<file path="config.mk">
export PLATFORM = sky130hd
export DESIGN_NAME = dem_rand_sel
export DESIGN_NICKNAME = d
export VERILOG_FILES = /design/src/rtl/dem_pkg.sv /design/src/rtl/dem_lfsr.sv /design/src/rtl/dem_swap_cell.sv /design/src/rtl/dem_butterfly.sv /design/src/rtl/dem_rand_sel.sv
export SDC_FILE = /design/constraint.sdc
export NUM_CORES = 1
export LEC_CHECK = 0
export BUFFER_PORTS_ARGS = -buffer_cell sky130_fd_sc_hd__buf_2
export CAP_MARGIN = 20
export CORE_MARGIN = 8
export CORE_UTILIZATION = 50
export CTS_CLUSTER_DIAMETER = 30
export DETAILED_ROUTE_END_ITERATION = 7
export GPL_TIMING_DRIVEN = 0
export PLACE_DENSITY = 0.79
export SLEW_MARGIN = 20
export SYNTH_ARGS = -nofsm -noshare
export SYNTH_HDL_FRONTEND = slang
export SYNTH_SLANG_ARGS = --single-unit
</file>
<file path="constraint.sdc">
create_clock -name clk_i -period 1.5 [get_ports clk_i]
set_clock_uncertainty 0.2 [all_clocks]
set_input_delay 0 -clock clk_i [delete_from_list [all_inputs] [get_ports clk_i]]
set_output_delay 0 -clock clk_i [all_outputs]
set_load 0.05 [all_outputs]
</file>
<file path="src/rtl/dem_pkg.sv">
package dem_pkg;
  localparam int LFSR_W = 32;
  // x^32 + x^22 + x^2 + x + 1
  localparam logic [LFSR_W-1:0] LFSR_TAPS = 32'h8020_0003;
  localparam logic [LFSR_W-1:0] LFSR_DEFAULT = 32'h1ACE_B00C;
  typedef logic [LFSR_W-1:0] lfsr_t;
endpackage

</file>
<file path="src/rtl/dem_lfsr.sv">
module dem_lfsr
  import dem_pkg::*;
#(
  parameter lfsr_t DEFAULT_SEED = LFSR_DEFAULT
) (
  input  logic  clk_i,
  input  logic  rst_ni,
  input  logic  load_i,
  input  lfsr_t seed_i,
  output lfsr_t state_o
);
  lfsr_t state_q, state_d;
  logic  fb;

  assign fb = ^(state_q & LFSR_TAPS);

  always_comb begin
    if (load_i) state_d = (seed_i == '0) ? DEFAULT_SEED : seed_i;
    else        state_d = {state_q[LFSR_W-2:0], fb};
  end

  always_ff @(posedge clk_i or negedge rst_ni) begin
    if (!rst_ni) state_q <= DEFAULT_SEED;
    else         state_q <= state_d;
  end

  assign state_o = state_q;
endmodule

</file>
<file path="src/rtl/dem_swap_cell.sv">
module dem_swap_cell (
  input  logic a_i,
  input  logic b_i,
  input  logic swap_i,
  output logic a_o,
  output logic b_o
);
  assign a_o = swap_i ? b_i : a_i;
  assign b_o = swap_i ? a_i : b_i;
endmodule

</file>
<file path="src/rtl/dem_butterfly.sv">
module dem_butterfly #(
  parameter int STAGES = 3,
  localparam int LANES  = 1 << STAGES,
  localparam int N      = LANES - 1,
  localparam int HALF   = LANES / 2,
  localparam int CTRL_W = STAGES * HALF
) (
  input  logic [N-1:0]      data_i,
  input  logic [CTRL_W-1:0] ctrl_i,
  output logic [N-1:0]      data_o
);
  logic [N-1:0] lane [STAGES+1];
  // the pass-through cell of each stage leaves its control bit idle
  logic unused_ctrl;
  assign unused_ctrl = ^ctrl_i;

  assign lane[0] = data_i;

  for (genvar s = 0; s < STAGES; s++) begin : g_stage
    localparam int DIST = 1 << (STAGES - 1 - s);
    for (genvar c = 0; c < HALF; c++) begin : g_cell
      localparam int LO = (c / DIST) * 2 * DIST + (c % DIST);
      localparam int HI = LO + DIST;
      if (HI < N) begin : g_swap
        dem_swap_cell u_cell (
          .a_i   (lane[s][LO]),
          .b_i   (lane[s][HI]),
          .swap_i(ctrl_i[s*HALF+c]),
          .a_o   (lane[s+1][LO]),
          .b_o   (lane[s+1][HI])
        );
      end else begin : g_pass
        // partner lane does not exist (element count is 2^B - 1)
        assign lane[s+1][LO] = lane[s][LO];
      end
    end
  end

  assign data_o = lane[STAGES];
endmodule

</file>
<file path="src/rtl/dem_rand_sel.sv">
module dem_rand_sel
  import dem_pkg::*;
#(
  parameter int    BITS         = 3,
  parameter lfsr_t DEFAULT_SEED = LFSR_DEFAULT,
  localparam int   N_ELEM       = (1 << BITS) - 1,
  localparam int   CTRL_W       = BITS * (1 << (BITS - 1))
) (
  input  logic              clk_i,
  input  logic              rst_ni,
  input  logic [N_ELEM-1:0] therm_i,
  input  logic              seed_load_i,
  input  logic [LFSR_W-1:0] seed_i,
  output logic [N_ELEM-1:0] elem_en_o
);
  lfsr_t             lfsr_state;
  logic [CTRL_W-1:0] swap_ctrl;
  logic              unused_state;

  dem_lfsr #(.DEFAULT_SEED(DEFAULT_SEED)) u_lfsr (
    .clk_i  (clk_i),
    .rst_ni (rst_ni),
    .load_i (seed_load_i),
    .seed_i (seed_i),
    .state_o(lfsr_state)
  );

  for (genvar i = 0; i < CTRL_W; i++) begin : g_ctrl
    assign swap_ctrl[i] = lfsr_state[i % LFSR_W];
  end
  assign unused_state = ^lfsr_state;

  dem_butterfly #(.STAGES(BITS)) u_net (
    .data_i(therm_i),
    .ctrl_i(swap_ctrl),
    .data_o(elem_en_o)
  );
endmodule

</file>
Yosys cells after proc, flatten, opt, wreduce, memory -nomap -nowiden
Index checks and enable logic that the tools add are counted.
Widths: inputs -> output; s select.

word-level totals
  bits in registers = 32
  output and inout bits = 7
  bits of input ports = 42

cells by class
  reductions and logical operators = 2
  mux-type cells = 20

operators with widths
  kind               count
  $mux 32            2
  $logic_not 32->1   1
  $reduce_xor 32->1  1
  $mux 1             18

Depth between registers and ports, before layout
Gate-level depths: netlist of the first run.

  word-level depth = 3
  gate-level depth with buffers = 5

Hierarchy
From an unflattened synthesis of the first run, not the netlist that was laid out.

unflattened totals
  cells, all modules = 136
  area, all modules = 1,600.3 µm²

modules (own cells, without submodules)
  module         cells an instance  instances  area an instance (µm²)  seq. area each (µm²)
  dem_lfsr       111                1          1,345.0                 817.0
  dem_swap_cell  2                  9          22.5                    0.0
  dem_butterfly  7                  1          52.6                    0.0

Worst setup path before layout of the first run
Ideal clock, no wire load.

  path kind = reg2out
  start point = register u_lfsr.state_q[2], in the netlist u_lfsr.state_o[2]
  end point = output port elem_en_o[1]
  arrival time = 1.206 ns
  stages on the path, launching flop included = 5
  setup slack = 0.094 ns
  required time = 1.300 ns
  cells stage by stage = dfstp_2 > mux2i_1 > mux2_2 > mux2i_1 > buf_4

between the ends
  word-level cells in the longest chain between the ends = 3

RTL lines
  what                    line                source
  start, declared         dem_lfsr.sv:12      lfsr_t state_q, state_d;
  start signal, assigned  dem_lfsr.sv:24      else state_q <= state_d;
  $mux 1 (2 in series)    dem_swap_cell.sv:8  assign a_o = swap_i ? b_i : a_i;
  $mux 1                  dem_swap_cell.sv:9  assign b_o = swap_i ? a_i : b_i;
  end, declared           dem_rand_sel.sv:14  output logic [N_ELEM-1:0] elem_en_o

No other way between the ends.

Worst setup path after layout of the first run
Same ends and word-level chain as after synthesis.

==> impl_metrics.csv, run 1 <==
group,metric,value,unit
timing,slew_headroom,53.11,%
setup_path,critPathArrivalTime,1.82,ns
timing,holdWs,0.02173,ns
route,drc_errors,0,
setup_path,crit_required,1.30,ns
setup_path,worstPathCellList,"mux2i_2 > mux2_4 > mux2i_1 > buf_4 > buf_8",
floorplan,start_util,52.07,%
setup_path,slowest_stage,"dfstp_2",
global_routing,grt_use_total,19.07,%
placement,place.port_buffers,47,
logic_synthesis,postSynthAreaPerCell,11.26,µm²
floorplan,die_w,72.15,µm
route,routed_wl,5148,µm
logic_synthesis,syn-cell-area,1577,µm²
power,seqPwrFrac,40.8,%
logic_synthesis,yosysSeqAreaShare,51.83,%
cells_and_area,drive_gt1_share,48.23,%
power,p_clk_share,25.9,%
clock_tree,cts.clk_slew.worst_paths,0.10,ns
logic_synthesis,syn_nets,182,
route,drt_iter0_markers,92,
timing,hold_viol_final,0,
floorplan,die_h,72.15,µm
timing,fin_crit_sh,135.0,%
setup_path,startpoint_type,"register",
route,ant_nets,0,
power,switchingPower,0.0008194,W
logic_synthesis,synthAdderAreaFrac,0,%
route,detail_route.first_pass.iterations,4,
logic_synthesis,muxShareOfSynthArea,22.54,%
timing,setup_tns,-5.843,ns
logic_synthesis,synthSimpleGateAreaFrac,8.968,%
cells_and_area,final_util,80.12,%
clock_tree,cts.sinks,32,
logic_synthesis,synth_top_area_cell,"dfrtp_1",
global_routing,grt_pass1_vias,1587,
cells_and_area,nNetsFinal,267,
logic_synthesis,yosysWarningCount,0,
logic_synthesis,ys_types,18,
setup_path,path_delay_family,"flip-flops",
power,ir_drop,0.0006555,V
setup_path,crit_path_max_fanout,3,
cells_and_area,diodes,0,
global_routing,grt.overflow.total,0,
global_routing,antenna_found_initial,0,
clock_tree,numCtsBuffers,5,
hold_path,hold_path.class,"in -> async",
power,power_switching_share,31.89,%
timing,worst_slack,-0.5247,ns
outcome,failed_checks,"setup timing",
timing,rsz0062_at_grt,"true",
power,internal_power,0.001750,W
job,max_cap_violations,0,
floorplan,pin_count,49,
route,drt-wirelength-per-cell,19.07,µm
global_routing,grt_pass1_wl,7486,µm
clock_tree,cts_tree,"built",
logic_synthesis,synth_top_family_by_area,"multiplexers",
clock_tree,cts_buffer_depth,2,
placement,dpl_cell_area,1867,µm²
timing,fmax,493.9,MHz
logic_synthesis,synth.top_cell.area_share,30.16,%
logic_synthesis,synth-compound-area-share,6.429,%
setup_path,slowest_delay,0.59,ns
timing,final-setup-viol-count,20,
placement,place_congestion,0.8068,
clock_tree,cts_root_buf,"clkbuf_4",
power,combPwrFrac,33.3,%
cells_and_area,fin_area,2426,µm²
logic_synthesis,synth_xor_xnor_area_share,1.667,%
power,p_leak,1.090,nW
floorplan,rows,20,
route,route.vias.total,1495,
logic_synthesis,ys_seq_elements,32,
floorplan,coreArea,3028,µm²
timing,finalMaxSlewViolations,0,
setup_path,path_class,"reg -> out",
timing,tightestPinTransition,0.7034,ns
cells_and_area,area_delta_synth_final,53.89,%
placement,dp_slack,-0.1408,ns
cells_and_area,largest_reg_flops,32,
setup_path,crit_path_end_kind,"output port",
global_routing,grt_max_degree,33,
timing,period_needed,2.025,ns
clock_tree,clock_insertion_delay_worst_skew,0.35,ns
clock_tree,htreeDepth,2,
logic_synthesis,netlist_top_cells_area,"dfrtp_1, dfstp_2, mux2_2, mux2i_1, a31oi_1",
route,viasPerCell,5.537,
logic_synthesis,synth_cells,140,
outcome,outcome,"complete, but fails checks",
setup_path,path_buf_inv,2,
power,cellPowerDensity,1059,nW/µm²
floorplan,die_area,5206,µm²
placement,hpwl,2908,µm
-- worst paths after layout --
kind                                         start                 end  slack, ns  cells after the start
worst min-delay path                        rst_ni  u_lfsr.state_o[24]       0.02                      2
worst min register to register  u_lfsr.state_o[14]  u_lfsr.state_o[15]       0.28                      2
worst max-delay path             u_lfsr.state_o[2]        elem_en_o[1]      -0.52                      5
min in group clk_i                     seed_load_i  u_lfsr.state_o[16]       0.06                      2
worst max register to register   u_lfsr.state_o[1]   u_lfsr.state_o[0]       0.19                      4
max in group asynchronous                   rst_ni   u_lfsr.state_o[1]       0.59                      2
-- cell type report --
class                   count  area (µm²)
flip-flops and latches     32       818.3
multi-input cells          81       720.7
repair buffers             82       650.6
fillers                   181       601.8
well taps                  44       55.05
plain buffers               9       52.55
inverters                  14       52.55
clock buffers               6       41.29
clock inverters             2       35.03
-- power by group through the flow --
stage	combinational [W]	clock [W]	sequential [W]
final	0.000857	0.000665	0.00105
after CTS	0.000803	0.000670	0.00104
after global placement	0.000612	0	0.00106
after global routing	0.000898	0.000717	0.00106
after floorplan	0.000464	0	0.00104
after detailed placement	0.000629	0	0.00106
-- cell usage after synthesis, drive strengths merged --
| library cell | instances |
|---|---|
| inv | 14 |
| a31oi | 13 |
| clkbuf | 5 |
| nor2 | 14 |
| buf | 8 |
| nor4 | 8 |
| mux2 | 20 |
| xnor2 | 3 |
| dfstp | 13 |
| dfrtp | 19 |
| mux2i | 13 |
| o21ai | 3 |
| nand2 | 3 |
| or2 | 1 |
| nand4 | 2 |
| a21oi | 1 |
-- cells by family after synthesis --
kind of cell,after synthesis
compound gates,17
xor+xnor,3
buf+inv,27
flops,32
mux,33
simple gates,28
-- layout by cell type, fill, tap and decap left out, types with 2 or more instances in the layout --
cell,count
buf_4,5
mux2i_1,10
mux2_2,18
o21ai_0,3
a31oi_1,11
clkbuf_4,5
nor4_2,7
buf_2,40
nand2_1,3
nor2_1,14
dfstp_2,13
nand4_1,2
mux2i_2,3
inv_1,14
buf_8,7
dfrtp_1,18
xnor2_1,3
mux2_4,2
clkbuf_1,6
dlygate4sd3_1,33
-- layer usage --
layer	global-route usage (%)	up-vias	share of wire (%)
li1	-	654	-
met1	21.09	754	39
met2	32.10	67	52
met3	6.887	20	5.8
met4	8.163	0	3.5
met5	0	-	0
-- timing repair --
item | CTS | global route
gates resized for setup | 24 | 15
setup endpoints to repair | 7 | 20
endpoints found under the hold margin | 64 | 31
buffers inserted | 1 | 1
hold buffers | 33 | 31
pin swaps | 2 | 11
-- per-stage QoR --
step                power, W  cells
floorplan           0.001506    140
CTS                 0.002515    270
finish              0.002569    270
detailed placement  0.001690    231
global route        0.002675    270
global placement    0.001668    231
Note: power is estimated with default switching activity, not from simulation.
==> inputs of run 2 (changes only) <==
- ABC_AREA: default -> 1
- CORE_UTILIZATION: 50 -> 51
- PLACE_DENSITY: 0.79 -> 0.8
==> impl_metrics.csv, run 2 <==
group,metric,value,unit
logic_synthesis,postSynthAreaPerCell,7.563,µm²
timing,slew_headroom,54.52,%
timing,finalMaxSlewViolations,0,
route,route.vias.total,1766,
route,detail_route.first_pass.iterations,4,
cells_and_area,final_common_cell,"nand2_1",
route,drt-wirelength-per-cell,13.81,µm
power,combPwrFrac,35.4,%
logic_synthesis,async_flop_share,100.0,%
cells_and_area,multi_input_area,773.2,µm²
placement,hpwl,3074,µm
timing,rsz0062_at_grt,"true",
logic_synthesis,netlist_top_cells_area,"dfrtp_1, dfstp_2, nand2_1, nor2_1, o21ai_0",
logic_synthesis,syn-cell-area,1702,µm²
placement,place.port_buffers,48,
logic_synthesis,synth.top_cells.by_count,"nand2_1, nor2_1, dfrtp_1, o21ai_0, dfstp_2",
global_routing,grt_use_total,19.08,%
clock_tree,cts_tree,"built",
logic_synthesis,synth_top_area_cell,"dfrtp_1",
setup_path,worst_r2r_path_depth,3,
job,max_cap_violations,0,
logic_synthesis,ys_types,21,
power,switchingPower,0.0007735,W
power,p_clk_share,21.4,%
placement,place_congestion,0.8319,
route,routed_wl,5111,µm
cells_and_area,register_area,817.0,µm²
timing,hold_viol_final,0,
floorplan,rows,21,
logic_synthesis,syn_nets,267,
global_routing,antenna_found_initial,0,
timing,worst_slack,-0.3771,ns
floorplan,pin_count,49,
logic_synthesis,ys_seq_elements,32,
timing,fmax,532.7,MHz
floorplan,die_w,73.76,µm
cells_and_area,drive_gt1_share,32.10,%
power,ir_drop,0.0005957,V
power,p_total,0.002378,W
hold_path,hold_path.class,"in -> async",
timing,tightestPinTransition,0.6822,ns
cells_and_area,layout_common_cells,"nand2_1, nor2_1, buf_2",
logic_synthesis,yosysSeqAreaShare,48.01,%
clock_tree,cts_buffer_depth,2,
clock_tree,cts.clk_slew.worst_paths,0.10,ns
global_routing,grt.overflow.total,0,
setup_path,startpoint_type,"register",
cells_and_area,fill_cells,251,
setup_path,startpoint,"u_lfsr.state_o[2]",
cells_and_area,area_delta_synth_final,51.18,%
cells_and_area,diodes,0,
setup_path,crit_path_max_fanout,5,
timing,final-setup-viol-count,7,
route,drc_errors,0,
outcome,failed_checks,"setup timing",
global_routing,grt_pass1_wl,7693,µm
floorplan,die_h,73.76,µm
floorplan,coreArea,3258,µm²
route,viasPerCell,4.773,
outcome,outcome,"complete, but fails checks",
power,seqPwrFrac,43.2,%
setup_path,worst-r2r-setup-slack,0.13,ns
timing,period_needed,1.877,ns
clock_tree,htreeDepth,2,
cells_and_area,final_util,78.96,%
logic_synthesis,yosysMostFrequentCell,"nand2_1",
logic_synthesis,synthFlopType,"dfrtp_1",
clock_tree,numCtsBuffers,5,
power,cellPowerDensity,924.5,nW/µm²
global_routing,grt_pass1_vias,1748,
cells_and_area,largest_reg_flops,32,
floorplan,start_util,52.23,%
placement,dpl_cell_area,1999,µm²
logic_synthesis,synth.top_cell.area_share,27.94,%
setup_path,path_class,"reg -> out",
setup_path,crit_path_end_kind,"output port",
logic_synthesis,synth_cells,225,
route,ant_nets,0,
floorplan,die_area,5441,µm²
setup_path,r2r-start,"u_lfsr.state_o[7]",
cells_and_area,fin_area,2572,µm²
logic_synthesis,yosysWarningCount,0,
clock_tree,cts_root_buf,"clkbuf_4",
setup_path,critPathArrivalTime,1.68,ns
timing,holdWs,0.04031,ns
power,p_leak,1.267,nW
timing,fin_crit_sh,125.1,%
global_routing,grt_max_degree,33,
setup_path,crit_required,1.30,ns
clock_tree,clock_insertion_delay_worst_skew,0.33,ns
logic_synthesis,synth_edf_count,0,
cells_and_area,nNetsFinal,365,
power,power_switching_share,32.53,%
power,internal_power,0.001605,W
route,drt_iter0_markers,87,
clock_tree,cts.sinks,32,
setup_path,r2r_end,"u_lfsr.state_o[8]",
-- run 2: per-stage QoR --
step	worst slack, ns	TNS, ns	std cells
2_1_floorplan	0.1504	0	225
3_3_place_gp	-0.09531	-0.4200	319
3_5_place_dp	-0.1125	-0.6012	319
4_1_cts	-0.3436	-2.622	364
5_1_grt	-0.5069	-3.320	370
6_report	-0.3771	-2.273	370
-- run 2: what timing repair did --
item	4_1_cts	5_1_grt
buffers inserted	0	3
gates resized for setup	29	10
pin swaps	3	4
hold endpoints to repair	64	4
hold buffers	37	3
gates cloned	0	1
endpoints found under the setup margin	7	29
-- run 2: worst max-delay path, cell delays in order, from the launching register on --
cell and delay (ns):
dfstp_2 0.60, nand2_2 0.06, o21a_1 0.12, nand2_1 0.07
o21ai_2 0.06, mux2i_1 0.16, buf_4 0.15, buf_8 0.13
-- run 2: worst max-delay path by stage --
stage,cells after the start,endpoint,slack (ns)
floorplan,5,elem_en_o[5],0.15
global placement,6,elem_en_o[4],-0.1
detailed placement,6,elem_en_o[4],-0.11
CTS,7,elem_en_o[1],-0.34
global route,7,elem_en_o[2],-0.51
finish,7,elem_en_o[2],-0.38
-- run 2: layout make-up --
cell class              count  area share (%)
flip-flops and latches     32           31.76
multi-input cells         169           30.06
clock buffers               8           2.286
well taps                  46           2.237
repair buffers             91           28.40
plain buffers              14           3.794
inverters                  10           1.459
-- run 2: logic make-up after synthesis --
family,count (synthesis),share of synthesized area [%]
compound gates,20,6.030
xor+xnor,3,1.544
buf+inv,24,7.794
flops,32,48.02
mux,4,2.353
simple gates,142,34.26
-- run 2: routing by layer --
metal | part of all wire, % | vias up | wire, µm | global-route usage [%]
li1 | - | 876 | - | -
met1 | 38 | 816 | 1947 | 20.31
met2 | 54 | 63 | 2781 | 33.86
met3 | 5.3 | 11 | 271 | 4.638
met4 | 2.2 | 0 | 110 | 9.756
met5 | 0 | - | 0 | 0
-- run 2: power groups by stage --
stage | Clock, W | Sequential [W] | Combinational [W]
3_3_place_gp | 0 | 0.00104 | 0.000603
3_5_place_dp | 0 | 0.00104 | 0.000615
4_1_cts | 0.000514 | 0.00103 | 0.000803
5_1_grt | 0.000553 | 0.00104 | 0.000911
6_report | 0.000509 | 0.00103 | 0.000841
2_1_floorplan | 0 | 0.00103 | 0.000448
